## config.mk

```make
export PLATFORM = sky130hd
export DESIGN_NAME = gpio_port_debounce
export DESIGN_NICKNAME = d
export VERILOG_FILES = /design/src/rtl/gpdb_pkg.sv /design/src/rtl/gpdb_sync.sv /design/src/rtl/gpdb_cfg.sv /design/src/rtl/gpdb_pin_filter.sv /design/src/rtl/gpio_port_debounce.sv
export SDC_FILE = /design/constraint.sdc
export NUM_CORES = 1
export LEC_CHECK = 0
export BUFFER_PORTS_ARGS = -buffer_cell sky130_fd_sc_hd__buf_2
export CAP_MARGIN = 20
export CORE_AREA = 2 2 128 130
export DETAILED_ROUTE_END_ITERATION = 8
export DIE_AREA = 0 0 130 132
export SLEW_MARGIN = 20
export SYNTH_ARGS = -nofsm -noshare
export SYNTH_HDL_FRONTEND = slang
export SYNTH_SLANG_ARGS = --single-unit
export TNS_END_PERCENT = 10
```

## constraint.sdc

```tcl
create_clock -name clk -period 3.1 [get_ports clk]
set_clock_uncertainty 0.05 [all_clocks]
set_input_delay 0.155 -clock clk [delete_from_list [all_inputs] [get_ports clk]]
set_output_delay 0.155 -clock clk [all_outputs]
set_load 0.1 [all_outputs]
```

## src/rtl/gpdb_pkg.sv

```systemverilog
`timescale 1ns/1ps
package gpdb_pkg;
  localparam int unsigned DEF_PINS        = 8;
  localparam int unsigned DEF_CNT_W       = 8;
  localparam int unsigned DEF_SYNC_STAGES = 2;

  // Decision taken for one pin in a given cycle.
  typedef enum logic [1:0] {
    PH_BYPASS   = 2'd0,
    PH_STABLE   = 2'd1,
    PH_COUNTING = 2'd2
  } pin_phase_e;
endpackage

```

## src/rtl/gpdb_sync.sv

```systemverilog
`timescale 1ns/1ps
module gpdb_sync #(
  parameter int unsigned WIDTH  = 8,
  parameter int unsigned STAGES = 2
) (
  input  logic             clk,
  input  logic             rst_n,
  input  logic [WIDTH-1:0] d_i,
  output logic [WIDTH-1:0] q_o
);
  logic [WIDTH-1:0] stage_q [STAGES];

  for (genvar k = 0; k < STAGES; k++) begin : g_stage
    if (k == 0) begin : g_first
      always_ff @(posedge clk or negedge rst_n) begin
        if (!rst_n) stage_q[0] <= '0;
        else        stage_q[0] <= d_i;
      end
    end else begin : g_next
      always_ff @(posedge clk or negedge rst_n) begin
        if (!rst_n) stage_q[k] <= '0;
        else        stage_q[k] <= stage_q[k-1];
      end

      // every stage carries its predecessor one edge later
      p_stage_shift_r2 : assert property (@(posedge clk) disable iff (!rst_n)
        stage_q[k] == $past(stage_q[k-1]));
    end
  end

  assign q_o = stage_q[STAGES-1];
endmodule

```

## src/rtl/gpdb_cfg.sv

```systemverilog
`timescale 1ns/1ps
module gpdb_cfg #(
  parameter int unsigned PINS  = 8,
  parameter int unsigned CNT_W = 8
) (
  input  logic              clk,
  input  logic              rst_n,
  input  logic              cnt_wr,
  input  logic [CNT_W-1:0]  cnt_wdata,
  input  logic              en_wr,
  input  logic [2*PINS-1:0] en_wdata,
  output logic [CNT_W-1:0]  count_o,
  output logic [PINS-1:0]   en_o,
  output logic [PINS-1:0]   active_o
);
  logic [CNT_W-1:0] count_q, count_d;
  logic [PINS-1:0]  en_q, en_d;
  logic [PINS-1:0]  wr_mask, wr_val;
  logic             count_live;

  assign wr_mask = en_wdata[2*PINS-1:PINS];
  assign wr_val  = en_wdata[PINS-1:0];

  // Next-state logic
  always_comb begin
    count_d = cnt_wdata;
    en_d    = (en_q & ~wr_mask) | (wr_val & wr_mask);
  end

  // Registers with explicit clock enables
  always_ff @(posedge clk or negedge rst_n) begin
    if (!rst_n)      count_q <= '0;
    else if (cnt_wr) count_q <= count_d;
  end

  always_ff @(posedge clk or negedge rst_n) begin
    if (!rst_n)     en_q <= '0;
    else if (en_wr) en_q <= en_d;
  end

  assign count_live = |count_q;

  for (genvar i = 0; i < PINS; i++) begin : g_act
    assign active_o[i] = en_q[i] & count_live;

    // unmasked enable bits survive a masked write
    p_mask_keep_r4 : assert property (@(posedge clk) disable iff (!rst_n)
      (en_wr && !wr_mask[i]) |=> (en_q[i] == $past(en_q[i])));
    // masked enable bits take the written value
    p_mask_set_r4 : assert property (@(posedge clk) disable iff (!rst_n)
      (en_wr && wr_mask[i]) |=> (en_q[i] == $past(wr_val[i])));
  end

  assign count_o = count_q;
  assign en_o    = en_q;

  // a count write is visible on the following cycle
  p_count_load_r3 : assert property (@(posedge clk) disable iff (!rst_n)
    cnt_wr |=> (count_q == $past(cnt_wdata)));
  // without a write the count holds
  p_count_hold_r3 : assert property (@(posedge clk) disable iff (!rst_n)
    !cnt_wr |=> $stable(count_q));
endmodule

```

## src/rtl/gpdb_pin_filter.sv

```systemverilog
`timescale 1ns/1ps
module gpdb_pin_filter
  import gpdb_pkg::*;
#(
  parameter int unsigned CNT_W = 8
) (
  input  logic             clk,
  input  logic             rst_n,
  input  logic             tick_i,
  input  logic             active_i,
  input  logic             sync_i,
  input  logic [CNT_W-1:0] count_i,
  output logic             filt_o
);
  localparam int unsigned RUN_W = CNT_W + 1;

  logic             level_q, level_d;
  logic [CNT_W-1:0] run_q, run_d;
  logic [RUN_W-1:0] run_inc;
  logic             reach;
  pin_phase_e       phase;

  assign run_inc = {1'b0, run_q} + RUN_W'(1);
  assign reach   = (run_inc >= {1'b0, count_i});

  // Next-state logic
  always_comb begin
    level_d = level_q;
    run_d   = run_q;
    if (!active_i)                phase = PH_BYPASS;
    else if (sync_i == level_q)   phase = PH_STABLE;
    else                          phase = PH_COUNTING;

    unique case (phase)
      PH_BYPASS: begin
        level_d = sync_i;
        run_d   = '0;
      end
      PH_STABLE: begin
        run_d = '0;
      end
      PH_COUNTING: begin
        if (tick_i) begin
          if (reach) begin
            level_d = sync_i;
            run_d   = '0;
          end else begin
            run_d = run_inc[CNT_W-1:0];
          end
        end
      end
      default: begin
        level_d = sync_i;
        run_d   = '0;
      end
    endcase
  end

  // Registers
  always_ff @(posedge clk or negedge rst_n) begin
    if (!rst_n) begin
      level_q <= 1'b0;
      run_q   <= '0;
    end else begin
      level_q <= level_d;
      run_q   <= run_d;
    end
  end

  assign filt_o = active_i ? level_q : sync_i;

  // a filtered level change needs a tick in the deciding cycle
  p_flip_needs_tick_r9 : assert property (@(posedge clk) disable iff (!rst_n)
    ($past(active_i) && (level_q != $past(level_q))) |-> $past(tick_i));
  // a filtered level change adopts the synchronized input
  p_flip_takes_input_r7 : assert property (@(posedge clk) disable iff (!rst_n)
    ($past(active_i) && (level_q != $past(level_q))) |-> (level_q == $past(sync_i)));
  // agreement between input and output restarts the counter
  p_match_clears_r8 : assert property (@(posedge clk) disable iff (!rst_n)
    (active_i && (sync_i == level_q)) |=> (run_q == '0));
endmodule

```

## src/rtl/gpio_port_debounce.sv

```systemverilog
`timescale 1ns/1ps
module gpio_port_debounce
  import gpdb_pkg::*;
#(
  parameter int unsigned PINS        = DEF_PINS,
  parameter int unsigned CNT_W       = DEF_CNT_W,
  parameter int unsigned SYNC_STAGES = DEF_SYNC_STAGES
) (
  input  logic              clk,
  input  logic              rst_n,
  input  logic              ms_tick,
  input  logic              cnt_wr,
  input  logic [CNT_W-1:0]  cnt_wdata,
  input  logic              en_wr,
  input  logic [2*PINS-1:0] en_wdata,
  input  logic [PINS-1:0]   pin_raw,
  output logic [PINS-1:0]   pin_filt
);
  localparam int unsigned EN_W = 2 * PINS;

  logic [PINS-1:0]  pin_sync;
  logic [CNT_W-1:0] count;
  logic [PINS-1:0]  en_bits;
  logic [PINS-1:0]  active;
  logic [EN_W-1:0]  en_word;

  assign en_word = en_wdata;

  gpdb_sync #(
    .WIDTH  (PINS),
    .STAGES (SYNC_STAGES)
  ) u_sync (
    .clk   (clk),
    .rst_n (rst_n),
    .d_i   (pin_raw),
    .q_o   (pin_sync)
  );

  gpdb_cfg #(
    .PINS  (PINS),
    .CNT_W (CNT_W)
  ) u_cfg (
    .clk       (clk),
    .rst_n     (rst_n),
    .cnt_wr    (cnt_wr),
    .cnt_wdata (cnt_wdata),
    .en_wr     (en_wr),
    .en_wdata  (en_word),
    .count_o   (count),
    .en_o      (en_bits),
    .active_o  (active)
  );

  for (genvar i = 0; i < PINS; i++) begin : g_pin
    gpdb_pin_filter #(
      .CNT_W (CNT_W)
    ) u_filt (
      .clk      (clk),
      .rst_n    (rst_n),
      .tick_i   (ms_tick),
      .active_i (active[i]),
      .sync_i   (pin_sync[i]),
      .count_i  (count),
      .filt_o   (pin_filt[i])
    );

    // a disabled pin or a zero count leaves the pin unfiltered
    p_bypass_passes_r5 : assert property (@(posedge clk) disable iff (!rst_n)
      (!en_bits[i] || (count == '0)) |-> (pin_filt[i] == pin_sync[i]));
  end

  // outputs are cleared while reset is held
  always_comb begin
    if (!rst_n) a_reset_clear_r1 : assert (pin_filt == '0);
  end
endmodule

```

[Yosys cells after proc, flatten, opt, wreduce, memory -nomap -nowiden]
Index checks and enable logic that the tools add are counted.
Storage, ports and cells
  flip-flop bits (word level): 104
Operators by class
  $add $sub $neg: 8
  $lt $le $gt $ge: 8
  equal/unequal tests: 40
  multiplexer cells: 72
  bitwise operators: 20
  reductions and logical operators: 9
Operators by type and width (number)
  two-way mux 8 bit: 24
  adder 8 x 1 -> 9 bit, second input constant: 8
  >= comparator 9 x 8 -> 1 bit: 8
  two-way mux 2 bit: 16
  two-way mux 1 bit: 24
  AND reduction 3 bit: 8
  AND 8 bit: 2
  equality test 2 x 1 -> 1 bit, second input constant: 8
  equality test 2 bit, second input constant: 8
  inequality test 2 x 1 -> 1 bit, second input constant: 8
  inequality test 2 bit, second input constant: 8
  one-hot mux 1 bit (2 select lines): 8
  AND 1 bit: 8
  equality test 1 bit: 8
  NOT 1 bit: 8
  NOT 8 bit: 1
  OR 8 bit: 1
  OR reduction 8 bit: 1

[Logic depth before layout (Yosys ltp)]
Gate-level depths: netlist of run 1.
  depth after elaboration: 6
  gate-level depth with buffers: 12
  gate-level depth less buffers: 12

[Cells and area by module]
Synthesis of run 1 repeated with hierarchy kept, for this count alone.
Unflattened totals
  cells, all modules: 820
  area, all modules: 7412.1 um^2
By module, submodules not included
  gpdb_pin_filter: times used 8, cells each 93, area an instance 780.7 um^2, sequential area each 225.2 um^2
  gpdb_cfg: times used 1, cells each 52, area an instance 705.7 um^2, sequential area each 400.4 um^2
  gpdb_sync: times used 1, cells each 24, area an instance 460.4 um^2, sequential area each 400.4 um^2

[Least setup slack after synthesis of run 1]
Ideal clock, no wire load.
  path kind: register to register
  from: register g_pin[2].u_filt.run_q[0]
  to: register g_pin[2].u_filt.run_q[2]
  setup time: 0.080 ns
  arrival time: 2.899 ns
  setup slack: 0.071 ns
  cell stages (with the launch flop): 12
  cells stage by stage: dfrtp_1 -> ha_1 -> and3_2 -> and3_2 -> xor2_1 -> ha_1 -> a2111oi_0 -> a21oi_1 -> a31o_2 -> or2_0 -> or3b_1 -> a21oi_1
Between the ends
  cells in the longest elaborated chain, start to end: 5
RTL lines
  from (decl): line gpdb_pin_filter.sv:18  | logic [CNT_W-1:0] run_q, run_d;
  from (signal assigned): line gpdb_pin_filter.sv:66  | run_q <= run_d;
  adder 8 x 1 -> 9 bit (*): line gpdb_pin_filter.sv:23  | assign run_inc = {1'b0, run_q} + RUN_W'(1);
  >= comparator 9 x 8 -> 1 bit: line gpdb_pin_filter.sv:24  | assign reach = (run_inc >= {1'b0, count_i});
  two-way mux 8 bit (*): line gpdb_pin_filter.sv:44  | if (reach) begin
  two-way mux 8 bit (*): line gpdb_pin_filter.sv:43  | if (tick_i) begin
  two-way mux 8 bit (*): line gpdb_pin_filter.sv:34  | unique case (phase)
Every way passes the cells marked *; elsewhere a longest branch is shown, timed or not. The select of a mux whose other input is x is not followed.
A chain may end at the register's enable or synchronous reset.

[Worst setup path after layout of run 1]
  from: register g_pin[2].u_filt.run_q[1]
  to: register g_pin[2].u_filt.run_q[2]
Same word-level chain as after synthesis.

==> results of run 1 <==
-- metal layers --
layer,up-vias,part of all wire [%]
li1,2929,-
met1,2954,45
met2,127,49
met3,21,3.3
met4,0,1.9
met5,-,0
-- flip-flops by register name, indices dropped and copies added (netlist names), named ones only --
signal / flops
u_sync.q_o: 8
u_sync.stage_q: 8
g_pin.u_filt.level_q: 8
u_cfg.count_o: 8
g_pin.u_filt.run_q: 64
-- worst max-delay path, cell delays in order (launching register included) --
cell and delay [ns]:
dfrtp_1 0.39, ha_1 0.19, and3_2 0.21, and3_2 0.24, xor2_1 0.15, ha_1 0.36
a2111oi_4 0.30, a21oi_1 0.07, a31o_2 0.27, or2_1 0.24, or3b_1 0.40, a21oi_2 0.14
-- area by class of cell --
class / count / area [sq um] / share of cell area, %
tap: 216 / 270 / 3.22
timing repair buffer: 115 / 851 / 10.1
clock buffer: 10 / 239 / 2.85
multi-input combinational: 606 / 4310 / 51.3
inverter: 16 / 60.1 / 0.715
sequential: 104 / 2600 / 31.0
clock inverter: 6 / 67.6 / 0.805
-- cells in the mapped netlist (2+ instances only) --
cell      count  area (sq um)
a211oi_1      3          22.5
a21o_1       17           128
a21oi_1      38           190
a221oi_1      4          35.0
a22o_1        7          61.3
a31o_2        3          26.3
a31oi_1      17           106
a31oi_2       3          37.5
a32o_1        4          40.0
and3_1       17           106
and3_2        2          15.0
buf_1         2          7.51
buf_4         8          60.1
clkbuf_1     21          78.8
dfrtp_1     104          2600
ha_1         72           901
inv_1        16          60.1
mux2_2       22           248
nand2_1      97           364
nand2b_1      8          50.1
nand3_1      52           260
nand3b_1      5          37.5
nand4_1       6          37.5
nand4b_1      8          70.1
nor2_1       45           169
nor2b_1       6          37.5
nor3_1        8          40.0
nor3b_1       4          30.0
nor4_1        9          56.3
o211ai_1      5          37.5
o21a_1        2          15.0
o21ai_0      41           205
o21ai_1       2          10.0
o21bai_1      5          37.5
o22ai_1       5          31.3
o31ai_1       2          15.0
or2_2         4          25.0
or3_1         4          25.0
or3b_1        4          35.0
or4_1         2          15.0
xnor2_1      23           201
xor2_1       33           289
-- worst paths after layout --
path | endpoint | cells past startpoint | slack [ns]
max in group asynchronous | g_pin[0].u_filt.run_q[2] | 3 | 1.98
min reg2reg | u_sync.q_o[7] | 0 | 0.30
min | flip-flop | 3 | 0.07
min in group asynchronous | g_pin[7].u_filt.run_q[2] | 2 | 0.28
max reg2reg | g_pin[2].u_filt.run_q[2] | 11 | 0.02
max | g_pin[2].u_filt.run_q[2] | 11 | 0.02
-- repair_timing --
item / CTS / global route
hold buffers: 25 / 0
hold endpoints to repair: 64 / 0
setup endpoints to repair: 5 / 38
setup buffers: 4 / 6
resized for setup: 5 / 31
pin swaps: 1 / 15
-- per-stage QoR --
| step | TNS, ns | power (uW) | worst slack, ns | util, % | hold WS, ns |
|---|---|---|---|---|---|
| 2_1_floorplan | 0 | 2130 | 0.0711 | - | -0.191 |
| 3_3_place_gp | 0 | 2310 | 0.0580 | 48.5 | 0.129 |
| 3_5_place_dp | -0.0915 | 2350 | -0.0732 | 48.5 | 0.137 |
| 4_1_cts | -0.0116 | 3580 | -0.0116 | 52.3 | 0.0611 |
| 5_1_grt | -1.30 | 3740 | -0.165 | 53.4 | 0.0743 |
| 6_report | 0 | 3550 | 0.0182 | 53.4 | 0.0675 |
-- cells by family (layout without fill, tap and decap cells) --
logic type | Yosys count | after routing | synth area share [%]
AND/OR/NAND/NOR | 287 | 287 | 20.4
AO/OA/AOI/OAI | 169 | 169 | 15.7
flip-flops | 104 | 104 | 37.2
adder cells (fa/ha/maj) | 72 | 72 | 12.9
XOR/XNOR | 56 | 56 | 7.02
buffers and inverters | 48 | 147 | 3.15
multiplexers | 22 | 22 | 3.55
-- cell usage in the layout, fill, tap and decap left out, types with 6 or more instances in the layout --
cell	instances
a21o_1	17
a21oi_1	33
a22o_1	7
a31oi_1	16
and3_1	12
buf_2	43
buf_4	43
clkbuf_16	9
dfrtp_1	103
dlygate4sd3_1	25
ha_1	71
inv_1	16
mux2_2	22
nand2_1	97
nand2b_1	8
nand3_1	50
nand4_1	6
nand4b_1	8
nor2_1	42
nor2b_1	6
nor3_1	8
nor4_1	9
o21ai_0	40
xnor2_1	22
xor2_1	32
-- power by group --
group          internal [uW]  total [uW]  switching (uW)  leakage, uW
Combinational            315         855             540      0.00248
Sequential              1430        1510            74.2      0.00136
Clock                    651        1180             532     0.000145
Total                   2400        3550            1150      0.00398
==> run_results.csv, run 1 <==
group,metric,value,unit
run_status,status,"complete, no violations",
die,pin_count,45,
clock_tree,cts.sinks,104,
drt,via_per_inst,5.62,
clock_tree,clock-root-buffer,"clkbuf_16",
worst_setup_path,startpoint_type,"flip-flop",
synth,synth_seq_area_share,37.2,%
worst_setup_path,crit_type,"reg2reg",
drt,wl,17.2,mm
worst_setup_path,arrival,3.31,ns
drt,antenna_left,0,
synth,synth_edf_count,0,
worst_setup_path,cp_max_fo,7,
timing,fmax,0.324,GHz
cells_and_area,nNetsFinal,961,
worst_setup_path,crit_start,"g_pin[2].u_filt.run_q[1]",
cells_and_area,area_growth,20.2,%
global_routing,antenna_found_initial,0,
clock_tree,clock_latency,0.36,ns
die,initial_core_util,44.5,%
synth,syn_avg_cell_area,9.22,sq um
place,dp.cells,1022,
min_path,min_path_type,"in2reg",
timing,setup_viol,0,
flow_run,maxCapViolCount,0,
worst_setup_path,cp.required,3.33,ns
cells_and_area,diodes,0,
cells_and_area,fillerInstances,1421,
cells_and_area,final_area,0.00840,sq mm
global_routing,gr-total-overflow,0,
power,vdd_drop_max,0.392,mV
die,core_region_area,0.0157,sq mm
timing,hold_violations,0,
timing,period_share,99.4,%
clock_tree,numCtsBuffers,9,
timing,rsz0062_at_grt,"yes",
drt,dr_total_vias,6031,
clock_tree,cts_tree,"yes",
power,cellLeakagePower,0.00398,uW
drt,first_pass_iters,5,
synth,ys_seq_elements,104,
worst_setup_path,end_kind,"flip-flop",
global_routing,grt_max_degree,65,
synth,synth-main-ff-cell,"dfrtp_1",
timing,tightest_slew,0.852,ns
min_path,hold_start,"en_wdata[14]",
drt,post_drt_wl_per_cell,16.1,um
global_routing,grt_pass1_vias,5991,
synth,yosysWarnings,0,
global_routing,busiest_layer,"met2",
worst_setup_path,r2r-start,"g_pin[2].u_filt.run_q[1]",
clock_tree,path_clk_slew,0.08,ns
synth,syn_nets,867,
global_routing,grt_pass1_wl,28.6,mm
cells_and_area,final_cell_count_no_fill,1073,
clock_tree,cts.path.max_buffers,2,
place,dpl_cell_area,0.00761,sq mm
clock_tree,htreeDepth,3,
power,p_per_area,422,mW/mm^2
synth,synth_area,0.00699,sq mm
drt,dr.first_iter.drc_count,317,
synth,synthCells,758,
die,die_w,130,um
die,dieArea,0.0172,sq mm
die,die_h,132,um
global_routing,grt.total_usage,20.8,%
timing,slew_viol_final,0,
timing,layout_min_cycle_time,3.08,ns
synth,async_reset_ff_share,100,%
synth,yosys.cell_types.count,60,
die,rows,46,
global_routing,groute.layer.met2.usage,34.9,%
place,dp_hpwl,11.8,mm
cells_and_area,drive_above_1_share,19.6,%
global_routing,use_met1,27.7,%
place,finalWeightedCongestion,0.863,
global_routing,groute.layer.met3.usage,3.77,%
place,port_buffers,44,
drt,drc,0,
timing,slew_headroom,43.2,%
Power figures use the tool's default switching activity.
==> inputs of run 2 (changes only) <==
Settings changed: BUFFER_PORTS_ARGS -buffer_cell sky130_fd_sc_hd__buf_2 to -buffer_cell sky130_fd_sc_hd__buf_4.
==> run_results.csv, run 2 (synthesis gave the netlist of run 1 again) <==
group,metric,value,unit
worst_setup_path,worst_r2r_path_depth,11,
timing,slew_viol_final,0,
place,finalWeightedCongestion,0.904,
clock_tree,cts_tree,"yes",
global_routing,use_met1,26.7,%
die,core_region_area,0.0157,sq mm
cells_and_area,fillerInstances,1417,
min_path,hold_start,"cnt_wr",
worst_setup_path,end_kind,"flip-flop",
drt,antenna_left,0,
cells_and_area,mostFrequentLayoutCells,"dfrtp_1 (100), nand2_1 (97), buf_4 (95), ha_1 (70), nand3_1 (50)",
global_routing,grt.total_usage,20.7,%
timing,period_share,95.5,%
cells_and_area,diodes,0,
cells_and_area,regMostFlops,"g_pin.u_filt.run_q",
die,die_w,130,um
drt,drc,0,
clock_tree,clock-root-buffer,"clkbuf_16",
die,die_h,132,um
power,vdd_drop_max,0.317,mV
global_routing,grt_pass1_wl,28.3,mm
cells_and_area,final_common_cell,"dfrtp_1",
timing,rsz0062_at_grt,"yes",
drt,dr.first_iter.drc_count,258,
drt,post_drt_wl_per_cell,15.7,um
timing,layout_min_cycle_time,2.96,ns
global_routing,antenna_found_initial,0,
min_path,min_path_type,"in2reg",
worst_setup_path,startpoint_type,"flip-flop",
clock_tree,numCtsBuffers,9,
clock_tree,cts.path.max_buffers,2,
power,p_per_area,425,mW/mm^2
global_routing,grt_pass1_vias,5946,
timing,tightest_slew,0.772,ns
run_status,status,"complete, no violations",
clock_tree,htreeDepth,3,
global_routing,groute.layer.met2.usage,34.4,%
timing,slew_headroom,48.5,%
drt,dr_total_vias,5977,
global_routing,gr-total-overflow,0,
min_path,holdPathStages,2,
flow_run,maxCapViolCount,0,
worst_setup_path,cp.required,3.33,ns
worst_setup_path,cp_max_fo,5,
global_routing,busiest_layer,"met2",
cells_and_area,utilization,54.2,%
timing,fmax,0.338,GHz
timing,hold_violations,0,
die,pin_count,45,
worst_setup_path,crit_type,"reg2reg",
global_routing,groute.layer.met3.usage,3.73,%
worst_setup_path,crit_start,"g_pin[2].u_filt.run_q[0]",
cells_and_area,drive_above_1_share,20.3,%
place,dp.cells,1029,
power,cellLeakagePower,0.00403,uW
drt,via_per_inst,5.54,
drt,first_pass_iters,5,
timing,setup_viol,0,
clock_tree,clock_latency,0.36,ns
clock_tree,cts.sinks,104,
die,initial_core_util,44.5,%
drt,wl,16.9,mm
place,dp_hpwl,11.8,mm
global_routing,grt_max_degree,57,
die,rows,46,
worst_setup_path,arrival,3.19,ns
worst_setup_path,r2r-start,"g_pin[2].u_filt.run_q[0]",
place,port_buffers,44,
cells_and_area,largest_reg_flops,64,
cells_and_area,nNetsFinal,966,
die,dieArea,0.0172,sq mm
cells_and_area,final_cell_count_no_fill,1078,
cells_and_area,area_growth,21.8,%
clock_tree,path_clk_slew,0.07,ns
-- run 2: cell count changes in the layout (fill, tap and decap cells not counted), sizes merged --
cell and delta:
buf +5, clkbuf +1, clkinv -1, clkinvlp -1, inv +1
-- run 2: metrics by stage --
stage / setup TNS, ns / power (uW) / hold slack (ns) / setup slack, ns / cell area [sq um]
after floorplan: 0 / 2130 / -0.191 / 0.0711 / 6990
after detailed placement: -0.0571 / 2370 / 0.216 / -0.0299 / 7750
after global routing: -0.00724 / 3810 / 0.0389 / -0.00630 / 8510
after CTS: 0 / 3650 / 0.0226 / 0.00199 / 8340
after global placement: 0 / 2340 / 0.215 / 0.0260 / 7750
final: 0 / 3610 / 0.0367 / 0.141 / 8510
-- run 2: routing by layer --
metal  vias up  part of all wire [%]
met5         -                     0
met2       113                    49
met1      2898                    45
met4         0                   2.5
li1       2936                     -
met3        30                   3.4
-- run 2: final timing paths --
kind,end,slack (ns)
min,u_cfg.count_o[7],0.04
min reg2reg,u_sync.q_o[6],0.30
min in group asynchronous,g_pin[7].u_filt.run_q[0],0.37
max reg2reg,g_pin[2].u_filt.run_q[0],0.14
max,g_pin[2].u_filt.run_q[0],0.14
max in group asynchronous,g_pin[3].u_filt.run_q[0],1.76
-- run 2: where the power goes --
group          switching, uW  internal (uW)  total, uW  leakage, uW
clock                    550            678       1230     0.000154
sequential              72.3           1430       1510      0.00135
combinational            540            339        878      0.00252
total                   1160           2450       3610      0.00403
-- run 2: cell type report --
type                            count  area [sq um]  share of cell area, %
Clock inverter                      5          62.6                  0.735
Clock buffer                       11           253                   2.97
Inverter                           16          60.1                  0.706
Multi-Input combinational cell    606          4290                   50.4
Tap cell                          216           270                   3.18
Sequential cell                   104          2610                   30.6
Timing Repair Buffer              120           963                   11.3
-- run 2: timing repair --
action / in CTS / in global routing
setup endpoints to repair: 4 / 42
pin swaps: 0 / 11
hold buffers: 25 / 0
hold endpoints to repair: 78 / 0
gates resized for setup: 4 / 33
buffers inserted: 0 / 8
-- run 2: critical path, cell delays in order, from the launching register on --
cell and delay [ns]:
dfrtp_1 0.38, ha_1 0.20, and3_2 0.22, and3_4 0.19
xor2_1 0.14, ha_1 0.35, a2111oi_4 0.29, a21oi_1 0.07
a31o_2 0.24, buf_4 0.15, or4_4 0.47, a21oi_2 0.13
